## src/rtl/tdc_pkg.sv

```systemverilog
package tdc_pkg;
  // Strobes produced by the port front end, one system cycle wide
  typedef struct packed {
    logic shift;
    logic load;
  } tdc_strobe_t;
endpackage

```

## src/rtl/tdc_sync.sv

```systemverilog
module tdc_sync #(
  parameter int             W       = 1,
  parameter int             STAGES  = 2,
  parameter logic [W-1:0]   RST_VAL = '0
) (
  input  logic         clk,
  input  logic         rst_n,
  input  logic [W-1:0] d,
  output logic [W-1:0] q
);
  logic [W-1:0] stg_q [STAGES];
  logic [W-1:0] stg_d [STAGES];

  always_comb begin
    stg_d[0] = d;
    for (int i = 1; i < STAGES; i++) stg_d[i] = stg_q[i-1];
  end

  always_ff @(posedge clk or negedge rst_n) begin
    if (!rst_n) begin
      for (int i = 0; i < STAGES; i++) stg_q[i] <= RST_VAL;
    end else begin
      for (int i = 0; i < STAGES; i++) stg_q[i] <= stg_d[i];
    end
  end

  assign q = stg_q[STAGES-1];
endmodule

```

## src/rtl/tdc_front.sv

```systemverilog
module tdc_front
  import tdc_pkg::*;
(
  input  logic        clk,
  input  logic        rst_n,
  input  logic        cs_n_s,
  input  logic        sclk_s,
  output tdc_strobe_t strb
);
  logic cs_prev_q, sclk_prev_q;

  always_comb begin
    // a clock rise counts only while select is low in this very cycle
    strb.shift = sclk_s & ~sclk_prev_q & ~cs_n_s;
    strb.load  = cs_n_s & ~cs_prev_q;
  end

  always_ff @(posedge clk or negedge rst_n) begin
    if (!rst_n) begin
      cs_prev_q   <= 1'b1;
      sclk_prev_q <= 1'b1;
    end else begin
      cs_prev_q   <= cs_n_s;
      sclk_prev_q <= sclk_s;
    end
  end

  // a release cycle never shifts
  a_r8_load_excludes_shift: assert property (@(posedge clk) disable iff (!rst_n)
    strb.load |-> !strb.shift);
  // a commit strobe lasts one cycle
  a_r5_load_single: assert property (@(posedge clk) disable iff (!rst_n)
    strb.load |=> !strb.load);
endmodule

```

## src/rtl/tdc_shifter.sv

```systemverilog
module tdc_shifter #(
  parameter int WORD_W = 12
) (
  input  logic              clk,
  input  logic              rst_n,
  input  logic              shift_en,
  input  logic              sdi_s,
  output logic [WORD_W-1:0] word
);
  logic [WORD_W-1:0] word_q, word_d;

  always_comb begin
    word_d = word_q;
    if (shift_en) word_d = {word_q[WORD_W-2:0], sdi_s};
  end

  always_ff @(posedge clk or negedge rst_n) begin
    if (!rst_n) word_q <= '0;
    else        word_q <= word_d;
  end

  assign word = word_q;

  // without a qualified clock edge the register holds
  a_r2_hold: assert property (@(posedge clk) disable iff (!rst_n)
    !shift_en |=> $stable(word));
  // newest bit lands at the least significant end
  a_r3_lsb_entry: assert property (@(posedge clk) disable iff (!rst_n)
    shift_en |=> (word[0] == $past(sdi_s)));
endmodule

```

## src/rtl/tdc_chan_bank.sv

```systemverilog
module tdc_chan_bank #(
  parameter int NUM_CH = 12,
  parameter int CODE_W = 8,
  parameter int ADDR_W = 4
) (
  input  logic                     clk,
  input  logic                     rst_n,
  input  logic                     load_en,
  input  logic [ADDR_W-1:0]        addr,
  input  logic [CODE_W-1:0]        code,
  output logic [NUM_CH*CODE_W-1:0] codes
);
  localparam logic [CODE_W-1:0] MIDSCALE = CODE_W'(1) << (CODE_W - 1);

  logic [NUM_CH-1:0] wr_en;

  for (genvar i = 0; i < NUM_CH; i++) begin : g_ch
    logic [CODE_W-1:0] q, d;

    always_comb begin
      wr_en[i] = load_en && (addr == ADDR_W'(i));
      d        = wr_en[i] ? code : q;
    end

    always_ff @(posedge clk or negedge rst_n) begin
      if (!rst_n) q <= MIDSCALE;
      else        q <= d;
    end

    assign codes[i*CODE_W +: CODE_W] = q;
  end

  // nothing moves except on a commit
  a_r5_no_write_without_load: assert property (@(posedge clk) disable iff (!rst_n)
    !load_en |=> $stable(codes));
  // out-of-range addresses leave the bank untouched
  a_r6_bad_addr_ignored: assert property (@(posedge clk) disable iff (!rst_n)
    (load_en && (addr >= ADDR_W'(NUM_CH))) |=> $stable(codes));
  // at most one channel enabled
  a_r5_one_target: assert property (@(posedge clk) disable iff (!rst_n)
    $onehot0(wr_en));
endmodule

```

## src/rtl/trim_dac_ctrl.sv

```systemverilog
module trim_dac_ctrl
  import tdc_pkg::*;
#(
  parameter int NUM_CH      = 12,
  parameter int CODE_W      = 8,
  parameter int SYNC_STAGES = 2
) (
  input  logic                     clk,
  input  logic                     rst_n,
  input  logic                     cs_n,
  input  logic                     sclk,
  input  logic                     sdi,
  input  logic                     shdn,
  output logic [NUM_CH*CODE_W-1:0] codes,
  output logic                     out_off
);
  localparam int ADDR_W = $clog2(NUM_CH);
  localparam int WORD_W = ADDR_W + CODE_W;

  // bit order: {shdn, sdi, sclk, cs_n}; select and clock idle high
  logic [3:0]        pins_s;
  tdc_strobe_t       strb;
  logic [WORD_W-1:0] word;

  tdc_sync #(.W(4), .STAGES(SYNC_STAGES), .RST_VAL(4'b0011)) u_sync (
    .clk   (clk),
    .rst_n (rst_n),
    .d     ({shdn, sdi, sclk, cs_n}),
    .q     (pins_s)
  );

  tdc_front u_front (
    .clk    (clk),
    .rst_n  (rst_n),
    .cs_n_s (pins_s[0]),
    .sclk_s (pins_s[1]),
    .strb   (strb)
  );

  tdc_shifter #(.WORD_W(WORD_W)) u_shift (
    .clk      (clk),
    .rst_n    (rst_n),
    .shift_en (strb.shift),
    .sdi_s    (pins_s[2]),
    .word     (word)
  );

  tdc_chan_bank #(.NUM_CH(NUM_CH), .CODE_W(CODE_W), .ADDR_W(ADDR_W)) u_bank (
    .clk     (clk),
    .rst_n   (rst_n),
    .load_en (strb.load),
    .addr    (word[WORD_W-1 -: ADDR_W]),
    .code    (word[CODE_W-1:0]),
    .codes   (codes)
  );

  assign out_off = pins_s[3];

  // the flag tracks the shutdown pin once it has settled
  a_r7_flag_follows: assert property (@(posedge clk) disable iff (!rst_n)
    ($stable(shdn) && $past($stable(shdn))) |=> (out_off == $past(shdn)));
endmodule

```

## config.mk

```make
export PLATFORM = sky130hd
export DESIGN_NAME = trim_dac_ctrl
export DESIGN_NICKNAME = d
export VERILOG_FILES = /design/src/rtl/tdc_pkg.sv /design/src/rtl/tdc_sync.sv /design/src/rtl/tdc_front.sv /design/src/rtl/tdc_shifter.sv /design/src/rtl/tdc_chan_bank.sv /design/src/rtl/trim_dac_ctrl.sv
export SDC_FILE = /design/constraint.sdc
export NUM_CORES = 1
export LEC_CHECK = 0
export BUFFER_PORTS_ARGS = -buffer_cell sky130_fd_sc_hd__buf_2
export CAP_MARGIN = 5
export CORE_MARGIN = 8
export CORE_UTILIZATION = 57
export DETAILED_ROUTE_END_ITERATION = 16
export PLACE_DENSITY = 0.93
export SETUP_SLACK_MARGIN = 0.05
export SYNTH_ARGS = -nofsm -noshare
export SYNTH_HDL_FRONTEND = slang
export SYNTH_SLANG_ARGS = --single-unit
```

## constraint.sdc

```tcl
create_clock -name clk -period 5.3 [get_ports clk]
set_clock_uncertainty 0.2 [all_clocks]
set_input_delay 0 -clock clk [delete_from_list [all_inputs] [get_ports clk]]
set_output_delay 0 -clock clk [all_outputs]
set_load 0.02 [all_outputs]
```

==> run metrics, run 1 <==
outcome finished, final reports clean; Vias 2,658; setup bufs post-CTS 0; Die H 104 µm; Reg clk slew, reported paths 0.06 ns; multi-input logic area 1380 µm²; Core ar. 7610 µm²; worst slew pin tran 0.715 ns; Synth Area in Simple Gates 3.62%; clock sinks 118; Synth async-reset ratio 100%; crit path DAT 2.27 ns; mux cell area share after synthesis 27.5%; Pre-antenna DRT Iters 4; synthesized area 4420 µm²; YS warnings 0; Slew headroom 52.3%; final-report max-slew violation count 0; Fillers 461; # H-tree levels 4; Final period util 39.3%; Distinct cells, synth 15; synth-to-layout area growth 29.6%; xor/xnor share of the synthesized area 0%; IO Count 103; Worst VDD drop 324 µV; total power 2540 µW; final wirelength 10,300 µm; Rows 32; Static Leak 0.00312 µW; HP Class reg2reg; critical-path maximum fanout 8; post-synthesis sequential area ratio 67.3%; nets 385; RSZ-0062 raised after global routing false; DP HPWL 6400 µm; main combinational cell family by area after synthesis multiplexers; first-pass GRT wire length 16,700 µm; crit end category flop; largest cells by area after synthesis dfrtp_1 57%, mux2_2 28%, dfstp_2 11%; # diodes 0; Final min period 2.08 ns; commonest cells in the netlist 108 x mux2_2, 100 x dfrtp_1, 18 x dfstp_2; clock tree buffer depth 2; EDFF count, synth 0; DR vias/cell 5.38; Residual DRC 0; worst skew pair latency 0.51 ns; Worst Hold Slack 0.147 ns; pwr/cell area 443 nW/µm²; Achievable Freq 0.480 GHz; Storage cell area 2980 µm²; initial antenna violation count 0; TritonCTS clock tree built; Syn Nets 263; post-route ant nets 0; top-area cell type share of the netlist area 56.6%; remaining global-route overflow 0; Die Width 104 µm; Die Area 10,800 µm²; post-synthesis compound-gate area fraction 0%; Initial Utilization 58.1%; layout cells sized above 1 69.6%; Root Driver clkbuf_8; Sum Neg Setup Slack 0 ns; number of standard cells after synthesis 257; required time of the critical path 5.49 ns; critical setup path kind reg2reg; vias in the first global route 2,999; DRT iter0 DRCs 117; Yosys reg bits 118; final setup vio count 0; gpl congestion 0.767; Worst setup SP type flop; Buffers on Ports 102; Synth Area per Inst 17.2 µm²; most numerous cell in the Yosys netlist mux2_2; global-route usage over all layers 20.0%; wire per inst 20.8 µm; Synth Flop Type dfrtp_1; adder-cell area share of the yosys netlist 0%; cell taking the most area after synthesis dfrtp_1; Maximum Capacitance Violations 0; largest net degree at the start of global routing 59; final hold viol count 0; Num CTS Buffers 17
==> cells in the final DEF, fill, tap and decap left out, types with 3 or more instances in the layout <==
cell type	instances
dfrtp_1	100
mux2_2	108
buf_2	101
clkinv_2	4
buf_4	3
nand2_2	6
nand2_1	3
clkbuf_8	7
dlygate4sd3_1	10
clkbuf_16	16
dfstp_2	18
==> metrics by stage <==
step,worst slack (ns),cells,util (%),instance area (µm²)
after global routing,3.14,494,75.3,5730
after global placement,3.33,451,65.8,5010
final,3.22,494,75.3,5730
after CTS,3.20,494,75.3,5730
after floorplan,3.49,257,-,4420
after detailed placement,3.25,451,65.8,5010
==> layer usage <==
| metal | global-route usage, % | share of wire, % | vias up |
|---|---|---|---|
| li1 | - | - | 1157 |
| met1 | 22.6 | 40 | 1397 |
| met2 | 31.7 | 49 | 89 |
| met3 | 10.2 | 9.2 | 15 |
| met4 | 7.76 | 1.2 | 0 |
| met5 | 0 | 0 | - |
==> registers in the layout, summed over array words and instances, names as in the netlist <==
| signal | flops |
|---|---|
| u_bank.g_ch.q | 96 |
| u_front.cs_prev_q | 1 |
| u_front.sclk_prev_q | 1 |
| u_shift.word | 12 |
| u_sync.q | 4 |
| u_sync.stg_d | 4 |
==> report_power, final <==
part	internal, µW	switching (µW)
registers	987	157
logic	121	149
clock network	740	384
total	1850	690
==> final cells by class <==
class	instances	share of cell area [%]
Clock buffer	24	8.73
Clock inverter	8	1.66
Multi-Input combinational cell	127	24.0
Sequential cell	118	51.9
Tap cell	102	2.23
Timing Repair Buffer	115	11.4
==> final timing paths <==
kind	start	end	slack, ns	cells past startpoint
worst min register to register	u_sync.stg_d[3]	u_sync.q[3]	0.15	0
worst min-delay path	u_sync.stg_d[3]	u_sync.q[3]	0.15	0
min in group asynchronous	rst_n	u_sync.stg_d[0]	0.46	3
max in group asynchronous	rst_n	u_bank.g_ch[6].q[1]	3.69	4
worst max-delay path	u_sync.q[0]	u_bank.g_ch[3].q[3]	3.22	3
worst max register to register	u_sync.q[0]	u_bank.g_ch[3].q[3]	3.22	3
==> kinds of logic after synthesis <==
group	Yosys count
simple gates	19
buf+inv	12
mux	108
flops	118
==> what timing repair did <==
action                     in CTS  in global routing
hold endpoints to repair       64                  0
gates resized for setup         0                  0
hold buffers                   11                  0
setup endpoints to repair       0                  0
==> worst max-delay path: stages (launching register included) <==
cell	delay (ns)
dfstp_2	0.58
nor4b_4	0.35
and3_1	0.44
mux2_2	0.40
Note: power is estimated with default switching activity, not from simulation.
==> run 2: changes to the inputs <==
CORE_UTILIZATION = 53   (was 57)
PLACE_DENSITY = 0.88   (was 0.93)
clock period = 2.1 ns   (was 5.3 ns; I/O delays follow)
==> run metrics, run 2 (synthesis results as in run 1) <==
clock sinks 118 (unchanged); gpl congestion 0.758 (-1.3%); Fillers 538 (+17%); final hold viol count 0 (unchanged); IO Count 103 (unchanged); max FFs per register 96 (unchanged); clock tree buffer depth 2 (unchanged); worst slew pin tran 0.632 ns (-0.0838 ns); Die H 107 µm (+3.1%); Levels on crit path 3 (unchanged); critical setup path kind reg2reg; Core ar. 8130 µm² (+6.9%); delay-heaviest family, CP simple AND/OR/NAND/NOR gates; Slew headroom 57.9% (+5.6 points); TritonCTS clock tree built; met2 usage 30.0% (-1.7 points); global-route usage over all layers 18.2% (-1.8 points); RSZ-0062 raised after global routing false; r2r startpoint u_sync.q[0]; Num CTS Buffers 17 (unchanged); crit path DAT 2.09 ns (-0.18 ns); wire per inst 19.8 µm (-4.9%); vias in the first global route 2,938 (-2.0%); Final min period 1.91 ns (-0.172 ns); Buf+Inv Stages, Crit Path 0 (unchanged); Achievable Freq 0.523 GHz (+9.0%); Worst VDD drop 767 µV (+140%); Setup WS pre-CTS 0.180 ns (-3.07 ns); total power 6490 µW (+160%); first-pass GRT wire length 15,900 µm (-5.2%); most frequent cells in the layout 108 x mux2_2, 101 x buf_2, 100 x dfrtp_1; crit path from u_sync.q[0]; final setup vio count 0 (unchanged); Reg clk slew, reported paths 0.05 ns (about the same); pwr/cell area 1130 nW/µm² (+150%); DRT iter0 DRCs 65 (-44%); # H-tree levels 4 (unchanged); Residual DRC 0 (unchanged); met3 Resource Use GR 7.78% (-2.4 points); register with the most flip-flops u_bank.g_ch.q; Final period util 91.0% (+52 points); synth-to-layout area growth 30.1%; critical-path maximum fanout 8 (unchanged); initial antenna violation count 0 (unchanged); nets 386 (+0.26%); Pre-antenna DRT Iters 4 (unchanged); required time of the critical path 2.28 ns (-3.21 ns); Maximum Capacitance Violations 0 (unchanged); final-report max-slew violation count 0 (unchanged); met1 global-route usage 21.1% (-1.5 points); Die Area 11,500 µm² (+6.4%); Static Leak 0.00313 µW (+0.35%); layout cells sized above 1 69.2% (-0.43 points); commonest non-fill, non-tap cell in the layout mux2_2; crit end category flop; worst skew pair latency 0.50 ns (about the same); Worst path max stage delay 0.57 ns (about the same); Buffers on Ports 102 (unchanged); Hold Path Origin u_sync.stg_d[2]; R2R depth 3 (unchanged); Worst setup SP type flop; DR vias/cell 5.22 (-2.9%); Initial Utilization 54.3% (-3.8 points); Worst Hold Slack 0.147 ns (-0.000256 ns); Vias 2,602 (-2.1%); Sum Neg Setup Slack 0 ns (unchanged); CP cell instances nor4b_4 -> and3_1 -> mux2_2; # diodes 0 (unchanged); remaining global-route overflow 0 (unchanged); Die Width 107 µm (+3.1%); largest net degree at the start of global routing 74 (+25%); utilization after layout 70.7% (-4.6 points); Worst Hold Depth 0 (unchanged); final wirelength 9840 µm (-4.2%); Final WS setup 0.189 ns (-3.03 ns); crit path max-delay cell type dfstp_2; DP HPWL 6510 µm (+1.8%); grt peak-use layer met2; HP Class reg2reg; Root Driver clkbuf_8; post-route ant nets 0 (unchanged); outcome finished, final reports clean; Rows 33 (+3.1%)
[run 2: final timing paths]
| path | end | slack (ns) |
|---|---|---|
| max in group asynchronous | u_bank.g_ch[1].q[7] | 0.68 |
| max reg2reg | u_bank.g_ch[3].q[3] | 0.19 |
| min in group asynchronous | u_sync.q[3] | 0.22 |
| min reg2reg | u_sync.q[2] | 0.15 |
| min | u_sync.q[2] | 0.15 |
| max | u_bank.g_ch[3].q[3] | 0.19 |
[run 2: metal layers]
layer  share of wire (%)  up-vias  wire (µm)
li1                    -     1161          -
met1                  41     1357       4070
met2                  51       77       4980
met3                 7.4        7        727
met4                0.62        0         61
met5                   0        -          0
[run 2: where the power goes]
part           internal (µW)  switching [µW]  total [µW]
registers               2490             396        2890
clock network           2010             933        2940
logic                    305             356         661
[run 2: layout make-up]
cell class,count,area (µm²),share of cell area (%)
clock buffers,23,467,8.11
flip-flops and latches,118,2980,51.7
repair buffers,116,656,11.4
well taps,105,131,2.28
clock inverters,9,148,2.57
multi-input cells,127,1380,23.9
[run 2: timing repair]
item	4_1_cts	5_1_grt
hold buffers	10	0
buffers inserted	0	0
endpoints found under the hold margin	122	0
resized for setup	0	0
endpoints found under the setup margin	0	0
[run 2: stage by stage]
stage / instance area (µm²) / cells
floorplan: 4420 / 257
global placement: 5040 / 456
detailed placement: 5040 / 456
CTS: 5750 / 498
global route: 5750 / 498
finish: 5750 / 498
[run 2: worst reg2reg max path: stages, from the launching register on]
cell and delay [ns]:
dfstp_2 0.57, nor4b_4 0.22, and3_1 0.42, mux2_2 0.38
==> run 3: changes to the inputs <==
CORE_UTILIZATION = 48   (was 53)
CTS_CLUSTER_DIAMETER = 80   (was default)
PLACE_DENSITY = 0.84   (was 0.88)
clock period = 1.7 ns   (was 2.1 ns; I/O delays follow)
==> run metrics, run 3 (synthesis results as in run 1) <==
Final WS setup -0.117 ns (-0.307 ns); Root Driver clkbuf_8; Switch Pwr 2270 µW (+35%); DRT iter0 DRCs 139 (+110%); wire per inst 20.7 µm (+4.5%); TritonCTS clock tree built; Residual DRC 0 (unchanged); nets 390 (+1.0%); initial antenna violation count 0 (unchanged); critical setup path kind reg2reg; required time of the critical path 1.89 ns (-0.39 ns); crit path DAT 2.00 ns (-0.09 ns); clock sinks 118 (unchanged); largest net degree at the start of global routing 119 (+61%); Worst Hold Depth 0 (unchanged); Vias 2,642 (+1.5%); layout cells sized above 1 72.3% (+3.1 points); worst slew pin tran 0.690 ns (+0.0590 ns); global-route usage over all layers 17.1% (-1.1 points); Die H 112 µm (+4.3%); post-placement cell count 464 (+1.8%); vias in the first global route 2,901 (-1.3%); Die Width 112 µm (+4.3%); Buf+Inv Stages, Crit Path 0 (unchanged); violated checks negative setup slack; Levels on crit path 3 (unchanged); most frequent cells in the layout 101 x buf_2, 98 x dfrtp_1, 70 x mux2_2; Fillers 635 (+18%); gpl congestion 0.770 (+1.6%); crit path max-delay cell type dfstp_2; final wirelength 10,500 µm (+6.6%); Initial Utilization 48.5% (-5.8 points); Sw Share 27.4% (+1.5 points); Storage cell area 2980 µm² (about the same); IO Count 103 (unchanged); outcome finished, violations left; worst r2r dst u_bank.g_ch[11].q[5]; pwr/cell area 1360 nW/µm² (+21%); utilization after layout 66.7% (-4.0 points); worst skew pair latency 0.50 ns (about the same); Num CTS Buffers 17 (unchanged); Slew headroom 54.0% (-3.9 points); Final min period 1.82 ns (-0.0934 ns); r2r startpoint u_sync.q[0]; multi-input logic area 1620 µm² (+18%); CP endpoint u_bank.g_ch[11].q[5]; final non-filler cell total 508 (+2.0%); Final period util 107% (+16 points); crit path from u_sync.q[0]; Sum Neg Setup Slack -2.82 ns (-2.82 ns); # diodes 0 (unchanged); Die Area 12,500 µm² (+8.8%); clock tree buffer depth 2 (unchanged); RSZ-0062 raised after global routing true; DP HPWL 6480 µm (-0.43%); max FFs per register 96 (unchanged); DR vias/cell 5.20 (-0.46%); Reg clk slew, reported paths 0.06 ns (about the same); r2r setup slk -0.12 ns (-0.31 ns); Worst Hold Slack 0.148 ns (+0.000631 ns); Rows 35 (+6.1%); Achievable Freq 0.550 GHz (+5.1%); internal power 6010 µW (+25%); Maximum Capacitance Violations 0 (unchanged); Buffers on Ports 102 (unchanged); register with the most flip-flops u_bank.g_ch.q; delay-heaviest family, CP simple AND/OR/NAND/NOR gates; clock share of power 45.4% (about the same); sequential power share 43.7% (-0.8 points); synth-to-layout area growth 37.5%; first-pass GRT wire length 16,500 µm (+3.8%); logic gate share of total power 10.9% (+0.7 points); post-route ant nets 0 (unchanged); CP cell instances and4bb_4 -> and3_4 -> mux2_4; final hold viol count 0 (unchanged); Pre-antenna DRT Iters 2 (-2); final-report max-slew violation count 0 (unchanged); # H-tree levels 4 (unchanged); final setup vio count 52 (+52); total power 8280 µW (+27%); commonest non-fill, non-tap cell in the layout buf_2; crit end category flop; Worst setup SP type flop; Worst VDD drop 890 µV (+16%); Core ar. 9110 µm² (+12%); critical-path maximum fanout 8 (unchanged); remaining global-route overflow 0 (unchanged); HP Class reg2reg; Worst path max stage delay 0.56 ns (about the same); Static Leak 0.00326 µW (+4.2%); R2R depth 3 (unchanged)
[run 3: through the flow]
stage | area, µm² | setup slack, ns
after detailed placement | 5140 | -0.0858
after floorplan | 4500 | -0.107
after CTS | 5920 | -0.0962
after global placement | 5140 | -0.0361
final | 6080 | -0.117
after global routing | 6080 | -0.148
[run 3: worst register-to-register path, stage by stage (launching register included)]
cell and delay (ns):
dfstp_2 0.56, and4bb_4 0.31, and3_4 0.32, mux2_4 0.32
[run 3: routing by layer]
metal  track usage, %  vias up  share of wire [%]
met5                0        -                  0
met4             5.67        0                1.4
met3             6.66       17                6.3
met2             28.4       73                 49
met1             19.9     1390                 43
li1                 -     1162                  -
[run 3: power groups by stage]
| stage | Combinational [µW] | Clock [µW] | Sequential (µW) |
|---|---|---|---|
| after CTS | 861 | 3810 | 3620 |
| after floorplan | 480 | 0 | 3480 |
| after detailed placement | 824 | 0 | 3660 |
| after global routing | 968 | 3940 | 3690 |
| after global placement | 807 | 0 | 3630 |
| final | 902 | 3750 | 3620 |
[run 3: worst min path at each step]
stage | start | end | slack, ns
finish | u_sync.stg_d[0] | u_sync.q[0] | 0.15
global route | u_sync.stg_d[0] | u_sync.q[0] | 0.15
CTS | u_sync.stg_d[0] | u_sync.q[0] | 0.15
detailed placement | shdn | u_sync.stg_d[3] | -0.09
global placement | shdn | u_sync.stg_d[3] | -0.09
floorplan | rst_n | u_bank.g_ch[0].q[0] | -0.50
[run 3: layout make-up]
| cell class | instances | area share (%) |
|---|---|---|
| Sequential cell | 118 | 49.0 |
| Timing Repair Buffer | 120 | 11.7 |
| Clock buffer | 19 | 6.94 |
| Tap cell | 111 | 2.28 |
| Clock inverter | 13 | 3.38 |
| Multi-Input combinational cell | 127 | 26.7 |
[run 3: timing repair]
action                                  CTS  global route
hold buffers                             10             0
gates resized for setup                  12            34
pin swaps                                 0             1
setup buffers                             0             2
endpoints found under the setup margin  108            99
cloned                                    0             0
endpoints found under the hold margin   122             0
